[src/rtl/rap_pkg.sv]
package rap_pkg;

    typedef enum logic [1:0] {
        SEL_NONE = 2'd0,
        SEL_PLO  = 2'd1,
        SEL_PHI  = 2'd2,
        SEL_DATA = 2'd3
    } reg_sel_e;

    localparam logic [2:0] ADR_PLO    = 3'b000;
    localparam logic [2:0] ADR_PHI    = 3'b001;
    localparam logic [1:0] ADR_DATA_U = 2'b10;

    function automatic reg_sel_e decode_sel(input logic [2:0] a);
        if (a == ADR_PLO)              return SEL_PLO;
        else if (a == ADR_PHI)         return SEL_PHI;
        else if (a[2:1] == ADR_DATA_U) return SEL_DATA;
        else                           return SEL_NONE;
    endfunction

    function automatic logic [15:0] lane_swap(input logic [15:0] w, input logic s);
        return s ? {w[7:0], w[15:8]} : w;
    endfunction

    function automatic logic [1:0] lane_mask(input logic wide, input logic odd);
        if (wide) return 2'b11;
        return odd ? 2'b10 : 2'b01;
    endfunction

endpackage

[src/rtl/rap_ptr.sv]
module rap_ptr #(
    parameter int ADDR_W = 11
) (
    input  logic              clk,
    input  logic              rst,
    input  logic              lo_wr,
    input  logic              hi_wr,
    input  logic              step_en,
    input  logic              wide,
    input  logic [7:0]        byte_in,
    input  logic [ADDR_W-9:0] hi_in,
    input  logic              dma_in,
    output logic [ADDR_W-1:0] ptr,
    output logic              dma_en
);
    logic [ADDR_W-1:0] step;

    always_comb step = wide ? ADDR_W'(2) : ADDR_W'(1);

    always_ff @(posedge clk) begin
        if (rst) begin
            ptr    <= '0;
            dma_en <= 1'b0;
        end else if (lo_wr) begin
            ptr[7:0] <= byte_in;
        end else if (hi_wr) begin
            ptr[ADDR_W-1:8] <= hi_in;
            dma_en          <= dma_in;
        end else if (step_en) begin
            ptr <= ptr + step;
        end
    end

    // data accesses advance the pointer by the access width
    p_step_r6: assert property (@(posedge clk) disable iff (rst)
        (step_en && !lo_wr && !hi_wr) |=> (ptr == $past(ptr) + $past(step)));

    // upper-byte write keeps the low pointer byte
    p_hi_keeps_low_r3: assert property (@(posedge clk) disable iff (rst)
        hi_wr |=> (ptr[7:0] == $past(ptr[7:0])));

endmodule

[src/rtl/rap_ramseq.sv]
module rap_ramseq import rap_pkg::*; #(
    parameter int ADDR_W = 11
) (
    input  logic              clk,
    input  logic              rst,
    input  logic              lo_wr,
    input  logic              data_rd,
    input  logic              data_wr,
    input  logic              wide,
    input  logic              swap,
    input  logic [ADDR_W-1:0] ptr,
    input  logic [15:0]       wdata,
    output logic              ram_en,
    output logic [1:0]        ram_we,
    output logic [ADDR_W-2:0] ram_addr,
    output logic [15:0]       ram_wdata,
    output logic              cap
);
    logic fetch_q;
    logic cap_q;

    always_ff @(posedge clk) begin
        if (rst) begin
            fetch_q <= 1'b0;
            cap_q   <= 1'b0;
        end else begin
            fetch_q <= lo_wr | data_rd;
            cap_q   <= fetch_q & ~data_wr;
        end
    end

    always_comb begin
        ram_addr  = ptr[ADDR_W-1:1];
        ram_en    = data_wr | fetch_q;
        ram_we    = data_wr ? lane_mask(wide, ptr[0]) : 2'b00;
        ram_wdata = wide ? lane_swap(wdata, swap) : {wdata[7:0], wdata[7:0]};
    end

    assign cap = cap_q;

    // the data register only loads after a RAM read cycle
    p_cap_after_read_r2: assert property (@(posedge clk) disable iff (rst)
        cap_q |-> ($past(ram_en) && $past(ram_we) == 2'b00));

    // a narrow write touches exactly one byte lane
    p_narrow_lane_r4: assert property (@(posedge clk) disable iff (rst)
        (data_wr && !wide) |-> ($countones(ram_we) == 1));

    // a wide write touches both byte lanes
    p_wide_lanes_r5: assert property (@(posedge clk) disable iff (rst)
        (data_wr && wide) |-> (ram_we == 2'b11));

endmodule

[src/rtl/rap_dreg.sv]
module rap_dreg import rap_pkg::*; (
    input  logic        clk,
    input  logic        cap,
    input  logic [15:0] ram_rdata,
    input  logic        wide,
    input  logic        swap,
    input  logic        lane,
    output logic [15:0] rd_word
);
    logic [15:0] dreg_q;

    always_ff @(posedge clk) begin
        if (cap) dreg_q <= ram_rdata;
    end

    always_comb begin
        if (wide) rd_word = lane_swap(dreg_q, swap);
        else      rd_word = {8'h00, lane ? dreg_q[15:8] : dreg_q[7:0]};
    end

endmodule

[src/rtl/rap_host_port.sv]
module rap_host_port import rap_pkg::*; #(
    parameter int ADDR_W  = 11,
    parameter int DMA_BIT = 7
) (
    input  logic              clk,
    input  logic              rst,
    input  logic [2:0]        host_addr,
    input  logic [15:0]       host_wdata,
    input  logic              host_rd,
    input  logic              host_wr,
    input  logic              host_wide,
    output logic [15:0]       host_rdata,
    output logic              dma_en,
    output logic              ram_en,
    output logic [1:0]        ram_we,
    output logic [ADDR_W-2:0] ram_addr,
    output logic [15:0]       ram_wdata,
    input  logic [15:0]       ram_rdata
);
    localparam int HI_W = ADDR_W - 8;

    reg_sel_e          sel;
    logic              lo_wr, hi_wr, data_rd, data_wr, step_en, swap, cap;
    logic [ADDR_W-1:0] ptr;
    logic [15:0]       rd_word;
    logic [7:0]        hi_view;

    always_comb begin
        sel     = decode_sel(host_addr);
        lo_wr   = host_wr && (sel == SEL_PLO);
        hi_wr   = host_wr && (sel == SEL_PHI);
        data_rd = host_rd && (sel == SEL_DATA);
        data_wr = host_wr && (sel == SEL_DATA);
        step_en = data_rd || data_wr;
        swap    = host_wide & host_addr[0];
    end

    rap_ptr #(.ADDR_W(ADDR_W)) u_ptr (
        .clk     (clk),
        .rst     (rst),
        .lo_wr   (lo_wr),
        .hi_wr   (hi_wr),
        .step_en (step_en),
        .wide    (host_wide),
        .byte_in (host_wdata[7:0]),
        .hi_in   (host_wdata[HI_W-1:0]),
        .dma_in  (host_wdata[DMA_BIT]),
        .ptr     (ptr),
        .dma_en  (dma_en)
    );

    rap_ramseq #(.ADDR_W(ADDR_W)) u_seq (
        .clk       (clk),
        .rst       (rst),
        .lo_wr     (lo_wr),
        .data_rd   (data_rd),
        .data_wr   (data_wr),
        .wide      (host_wide),
        .swap      (swap),
        .ptr       (ptr),
        .wdata     (host_wdata),
        .ram_en    (ram_en),
        .ram_we    (ram_we),
        .ram_addr  (ram_addr),
        .ram_wdata (ram_wdata),
        .cap       (cap)
    );

    rap_dreg u_dreg (
        .clk       (clk),
        .cap       (cap),
        .ram_rdata (ram_rdata),
        .wide      (host_wide),
        .swap      (swap),
        .lane      (ptr[0]),
        .rd_word   (rd_word)
    );

    always_comb begin
        hi_view                = '0;
        hi_view[HI_W-1:0]      = ptr[ADDR_W-1:8];
        hi_view[DMA_BIT]       = dma_en;
        case (sel)
            SEL_PLO:  host_rdata = {8'h00, ptr[7:0]};
            SEL_PHI:  host_rdata = {8'h00, hi_view};
            SEL_DATA: host_rdata = rd_word;
            default:  host_rdata = 16'h0000;
        endcase
    end

    // low-pointer write is followed by a RAM access
    p_lo_fetch_r2: assert property (@(posedge clk) disable iff (rst)
        lo_wr |=> ram_en);

    // upper-pointer write starts no fetch
    p_hi_quiet_r3: assert property (@(posedge clk) disable iff (rst)
        hi_wr |=> (ram_en == (host_wr && decode_sel(host_addr) == SEL_DATA)));

    // unused addresses leave pointer and DMA bit alone
    p_bad_addr_r8: assert property (@(posedge clk) disable iff (rst)
        ((host_wr || host_rd) && sel == SEL_NONE) |=> ($stable(ptr) && $stable(dma_en)));

endmodule

[config.mk]
export PLATFORM = sky130hd
export DESIGN_NAME = rap_host_port
export DESIGN_NICKNAME = d
export VERILOG_FILES = /design/src/rtl/rap_pkg.sv /design/src/rtl/rap_ptr.sv /design/src/rtl/rap_ramseq.sv /design/src/rtl/rap_dreg.sv /design/src/rtl/rap_host_port.sv
export SDC_FILE = /design/constraint.sdc
export NUM_CORES = 1
export LEC_CHECK = 0
export BUFFER_PORTS_ARGS = -buffer_cell sky130_fd_sc_hd__buf_2
export CORE_UTILIZATION = 51
export DETAILED_ROUTE_END_ITERATION = 12
export GPL_TIMING_DRIVEN = 0
export PLACE_DENSITY = 0.88
export SYNTH_ARGS = -nofsm -noshare
export SYNTH_HDL_FRONTEND = slang
export SYNTH_SLANG_ARGS = --single-unit
[constraint.sdc]
create_clock -name clk -period 5 [get_ports clk]
set_clock_uncertainty 0.15 [all_clocks]
set_input_delay 1 -clock clk [delete_from_list [all_inputs] [get_ports clk]]
set_output_delay 1 -clock clk [all_outputs]
set_load 0.03 [all_outputs]
Word-level counts from Yosys, hierarchy flattened. Index checks and enable logic that the tools add are counted.

Add/subtract/negate cells: 1. $mul: 0. Divide/modulo/power cells: 0. Order comparisons: 0. Equal/unequal tests: 6. Shifts and indexed selects: 0. Multiplexer cells: 19. Bitwise operators: 6. Reductions and logical operators: 11.

Operators by type and width (number): 2-to-1 mux 16 bit (4); case mux 16 bit (3 select lines) (1); 2-to-1 mux 8 bit (3); 2-to-1 mux 2 bit (8); adder 11 bit (1); 2-to-1 mux 11 bit (1); equality test 2 bit (second input constant) (3); AND reduction 2 bit (3); logical AND 1 bit (4); nonzero test 2 bit (2); equality test 3 x 1 -> 1 bit (second input constant) (1); zero test 3 bit (1); 2-to-1 mux 3 bit (1); AND 1 bit (2); equality test 2 x 1 -> 1 bit (second input constant) (1); inequality test 2 x 1 -> 1 bit (second input constant) (1); inverter 1 bit (2); bitwise OR 1 bit (2); logical OR 1 bit (1); 2-to-1 mux 1 bit (1).

Bits in registers: 30. Latch bits: 0. RAM bits: 0. Bits in read-only memories: 0. Logic and storage cells: 49. Memories kept: 0.

Depth between registers and ports, before layout.
Word-level depth: 10. Mapped depth: 8. Mapped depth without buffers: 7.

Cells and area by module. Synthesis repeated with hierarchy kept, for this count alone.

Cells, all modules: 216. Area, all modules: 2264.7 um^2.

By module, submodules not included: rap_ptr (instances 1, cells each 91, area each 823.3 um^2); rap_dreg (instances 1, cells each 43, area each 733.2 um^2); rap_ramseq (instances 1, cells each 38, area each 389.1 um^2); rap_host_port (instances 1, cells each 44, area each 319.1 um^2).

Worst setup path after synthesis. OpenSTA, ideal clock, no wires.

Kind: input port to output port. From: input port host_addr[0]. To: output port host_rdata[0]. Data arrival time: 2.551 ns. Required time: 3.850 ns. Setup slack: 1.299 ns. Stages: 6. Cell sequence: buf_6 and2_1 buf_6 a21oi_4 mux2i_1 a211oi_1.

Word-level cells in the longest chain between the ends: 5. Elaborated cells on any way between the ends: 11. Classes of those cells: eq/ne: 4; mux: 5; bitwise: 1; reduce/logical: 1.

Ends and longest elaborated chain: from (decl) (line rap_host_port.sv:7) `input logic [2:0] host_addr,`; equality test 3 x 1 -> 1 bit (line rap_pkg.sv:16) `else if (a == ADR_PHI) return SEL_PHI;`; 2-to-1 mux 2 bit (line rap_pkg.sv:16); 2-to-1 mux 2 bit (line rap_pkg.sv:15) `if (a == ADR_PLO) return SEL_PLO;`; equality test 2 bit / equality test 2 x 1 -> 1 bit (equally long branches) (line rap_host_port.sv:83) `case (sel)`; case mux 16 bit (3 select lines) (*) (line rap_host_port.sv:83); to (decl) (line rap_host_port.sv:12) `output logic [15:0] host_rdata,`.

Mark *: on every way between the ends. The rest lies on a longest branch, timed or not.

Worst setup path in the final report.
From: input port host_wide. To: output port ram_wdata[11].

Word-level cells in the longest chain between the ends: 3.

Ends and longest elaborated chain: from (decl) (line rap_host_port.sv:11) `input logic host_wide,`; AND 1 bit (line rap_host_port.sv:35) `swap = host_wide & host_addr[0];`; 2-to-1 mux 16 bit (line rap_pkg.sv:22) `return s ? {w[7:0], w[15:8]} : w;`; 2-to-1 mux 16 bit (*) (line rap_ramseq.sv:36) `ram_wdata = wide ? lane_swap(wdata, swap) : {wdata[7:0], wdata[7:0]};`; to (decl) (line rap_host_port.sv:17) `output logic [15:0] ram_wdata,`.

Marked as above.

==> load_flow_metrics.sql <==
INSERT INTO impl_metrics (metric_group, metric, value, unit) VALUES
('cts', 'clock-sinks', '30', ''),
('worst_setup_path', 'endpoint_required_time_on_the_critical_path', '3850', 'ps'),
('die', 'ios', '86', ''),
('cts', 'clock_tree.htree_level_count', '2', ''),
('worst_setup_path', 'crit-reg2reg-launch', 'u_ptr.ptr[0]$_SDFFE_PP0P_', ''),
('placement', 'globalplace.congestion', '0.9196', ''),
('die', 'dieWidth', '64.32', 'microns'),
('logic_synthesis', 'yosys.cell_types.count', '46', ''),
('route', 'detail-route-antenna-nets', '0', ''),
('global_routing', 'initial_antenna_violation_count', '0', ''),
('route', 'vias', '1939', ''),
('worst_setup_path', 'critPathLaunchType', 'primary input', ''),
('worst_setup_path', 'worstSetupEndpointType', 'output pin', ''),
('route', 'first_iter_violations', '149', ''),
('final_layout', 'finish.net_count', '337', ''),
('worst_setup_path', 'rr_endpoint', 'u_ptr.ptr[10]$_SDFFE_PP0P_', ''),
('global_routing', 'grt_busiest_layer', 'met2', ''),
('die', 'initial_util', '53.70', '%'),
('job', 'drv.max_cap_violation_count', '0', ''),
('die', 'design.core.area', '3689', 'sq um'),
('logic_synthesis', 'yosysWarningCount', '0', ''),
('worst_setup_path', 'timing.critical_path.mode_cell', 'sky130_fd_sc_hd__buf_2', ''),
('route', 'wire_per_inst', '15.01', 'microns'),
('logic_synthesis', 'synth_async_sr_flop_share', '0', '%'),
('global_routing', 'global_route.usage.met1', '32.77', '%'),
('cts', 'clock_tree.buffer_depth', '2', ''),
('route', 'drt_first_pass_iters', '4', ''),
('logic_synthesis', 'synth_fp_nets', '247', ''),
('sta', 'max_clock_freq', '279.3', 'MHz'),
('global_routing', 'global_route_wire_length_before_repair', '8204', 'microns'),
('sta', 'slew_of_the_pin_with_the_lowest_slew_margin', '631.9', 'ps'),
('outcome', 'status', 'complete, no violations', ''),
('worst_setup_path', 'setup.worst_path.class', 'in -> out', ''),
('worst_setup_path', 'maximum_net_fanout_on_the_critical_path', '10', ''),
('final_layout', 'antenna_diode_count', '0', ''),
('worst_setup_path', 'worst-r2r-cell-count', '7', ''),
('sta', 'final_hold_viol_count', '0', ''),
('worst_setup_path', 'worst_path_max_delay_cell', 'sky130_fd_sc_hd__mux2_2', ''),
('final_layout', 'stdcell_count', '341', ''),
('global_routing', 'first_global_vias', '1826', ''),
('cts', 'clk_latency', '280', 'ps'),
('global_routing', 'grt_overflow_total', '0', ''),
('logic_synthesis', 'synth_ff_type', 'sky130_fd_sc_hd__edfxtp_1', ''),
('final_layout', 'layout_cells_sized_above_1', '41.98', '%'),
('route', 'drt_wl_total', '5117', 'microns'),
('power_and_ir_drop', 'design_power_total', '0.0006664', 'W'),
('hold_path', 'hold_path_class', 'reg -> reg', ''),
('final_layout', 'multiInputGateArea', '1120', 'sq um'),
('final_layout', 'postLayoutCoreUtil', '69.47', '%'),
('placement', 'dpl.hpwl', '3859', 'microns'),
('power_and_ir_drop', 'ir_worst_vdd', '204.8', 'uV'),
('logic_synthesis', 'syn_inst', '202', ''),
('die', 'die_area', '4137', 'sq um'),
('logic_synthesis', 'synth_area', '1981', 'sq um'),
('global_routing', 'gr-usage-all-layers', '26.19', '%'),
('power_and_ir_drop', 'power.leakage', '1.158', 'nW'),
('power_and_ir_drop', 'power.density_cell_area', '260.1', 'nW/um^2'),
('hold_path', 'worstHoldPathCells', '2', ''),
('global_routing', 'grt_use_met2', '42.89', '%'),
('logic_synthesis', 'syn_area_per_cell', '9.805', 'sq um'),
('sta', 'number_of_max_slew_violations_in_the_final_report', '0', ''),
('cts', 'cts_tree', 'yes', ''),
('placement', 'io_buffer_count', '83', ''),
('cts', 'cts_hold_buf', '0', ''),
('sta', 'timing.final.setup_violations', '0', ''),
('sta', 'fin_tns_setup', '0', 'ps'),
('route', 'final_routed_drc_violation_total', '0', ''),
('final_layout', 'register_area', '760.7', 'sq um'),
('cts', 'cts_made_buffers', '5', ''),
('sta', 'post-route-period-util', '71.61', '%'),
('cts', 'post-cts-setup-buffer-count', '0', '');
## flip-flops by register name, summed over array words and instances, names as in the netlist
| name | flops |
|---|---|
| u_seq.cap | 1 |
| u_seq.fetch_q | 1 |
| u_ptr.ptr | 11 |
| u_dreg.dreg_q | 16 |
| u_ptr.dma_en | 1 |
## through the flow
step           setup slack [ps]  instance area, sq um
6_report                   1419                  2562
5_1_grt                    1270                  2562
3_5_place_dp               1431                  2456
2_1_floorplan              1299                  1981
4_1_cts                    1415                  2562
3_3_place_gp               1421                  2456
## report_power, final
group          internal (W)  switching (W)  total [W]
registers          0.000266     0.00000710   0.000273
logic             0.0000578      0.0000957   0.000153
clock network      0.000149      0.0000913   0.000240
## placed cells by master, fill, tap and decap left out, types with 3 or more instances in the layout
cell type,count
sky130_fd_sc_hd__mux2_2,16
sky130_fd_sc_hd__and3_1,3
sky130_fd_sc_hd__o21ai_0,9
sky130_fd_sc_hd__inv_1,5
sky130_fd_sc_hd__mux2i_1,13
sky130_fd_sc_hd__nor2_1,24
sky130_fd_sc_hd__a32oi_1,3
sky130_fd_sc_hd__nand2_1,12
sky130_fd_sc_hd__clkbuf_1,4
sky130_fd_sc_hd__dfxtp_1,14
sky130_fd_sc_hd__nor2b_1,5
sky130_fd_sc_hd__edfxtp_1,16
sky130_fd_sc_hd__a22oi_1,6
sky130_fd_sc_hd__a211oi_1,11
sky130_fd_sc_hd__ha_1,4
sky130_fd_sc_hd__a21oi_1,11
sky130_fd_sc_hd__buf_2,91
sky130_fd_sc_hd__nand2b_1,3
sky130_fd_sc_hd__clkbuf_8,5
## final cells by class
cell class | count | area share, %
repair buffers | 83 | 16.21
flip-flops and latches | 30 | 29.69
well taps | 48 | 2.344
multi-input cells | 153 | 43.70
clock inverters | 1 | 1.172
clock buffers | 7 | 2.979
plain buffers | 14 | 3.174
inverters | 5 | 0.7324
## metal layers
| metal | routed length [microns] | vias up |
|---|---|---|
| met5 | 0 | - |
| met4 | 63 | 0 |
| met2 | 2513 | 84 |
| met1 | 2169 | 901 |
| met3 | 370 | 8 |
| li1 | - | 946 |
## worst max-delay path, delay by kind of cell
kind | cells | cell delay, ps
muxes | 1 | 360
and+or+nand+nor | 1 | 280
buffers and inverters | 4 | 780
## cell families (layout without fill, tap and decap cells)
| logic type | after synthesis | in the layout | synth area share (%) |
|---|---|---|---|
| buf+inv | 19 | 110 | 5.054 |
| mux | 29 | 29 | 15.67 |
| fa+ha+maj | 5 | 5 | 3.538 |
| compound gates | 57 | 57 | 20.78 |
| simple gates | 62 | 62 | 16.55 |
| flops | 30 | 30 | 38.41 |
## worst max path at each step
stage                 startpoint            end  slack [ps]  cells after the start
finish                 host_wide  ram_wdata[11]        1420                      6
global route           host_wide  ram_wdata[11]        1270                      6
CTS                    host_wide  ram_wdata[12]        1410                      6
detailed placement     host_wide  ram_wdata[12]        1430                      6
global placement       host_wide  ram_wdata[13]        1420                      6
floorplan           host_addr[0]  host_rdata[0]        1300                      6
## cell usage after synthesis, types with 5 or more instances
master	number	share of area, %
sky130_fd_sc_hd__mux2i_1	13	6.6
sky130_fd_sc_hd__buf_2	8	2.0
sky130_fd_sc_hd__a22oi_1	6	2.3
sky130_fd_sc_hd__nor2b_1	5	1.6
sky130_fd_sc_hd__nor2_1	24	4.5
sky130_fd_sc_hd__mux2_2	16	9.1
sky130_fd_sc_hd__inv_1	5	0.95
sky130_fd_sc_hd__a21oi_1	11	2.8
sky130_fd_sc_hd__edfxtp_1	16	24
sky130_fd_sc_hd__o21ai_0	9	2.3
sky130_fd_sc_hd__dfxtp_1	14	14
sky130_fd_sc_hd__nand2_1	12	2.3
sky130_fd_sc_hd__a211oi_1	11	4.2
(Power assumes the default switching activity.)
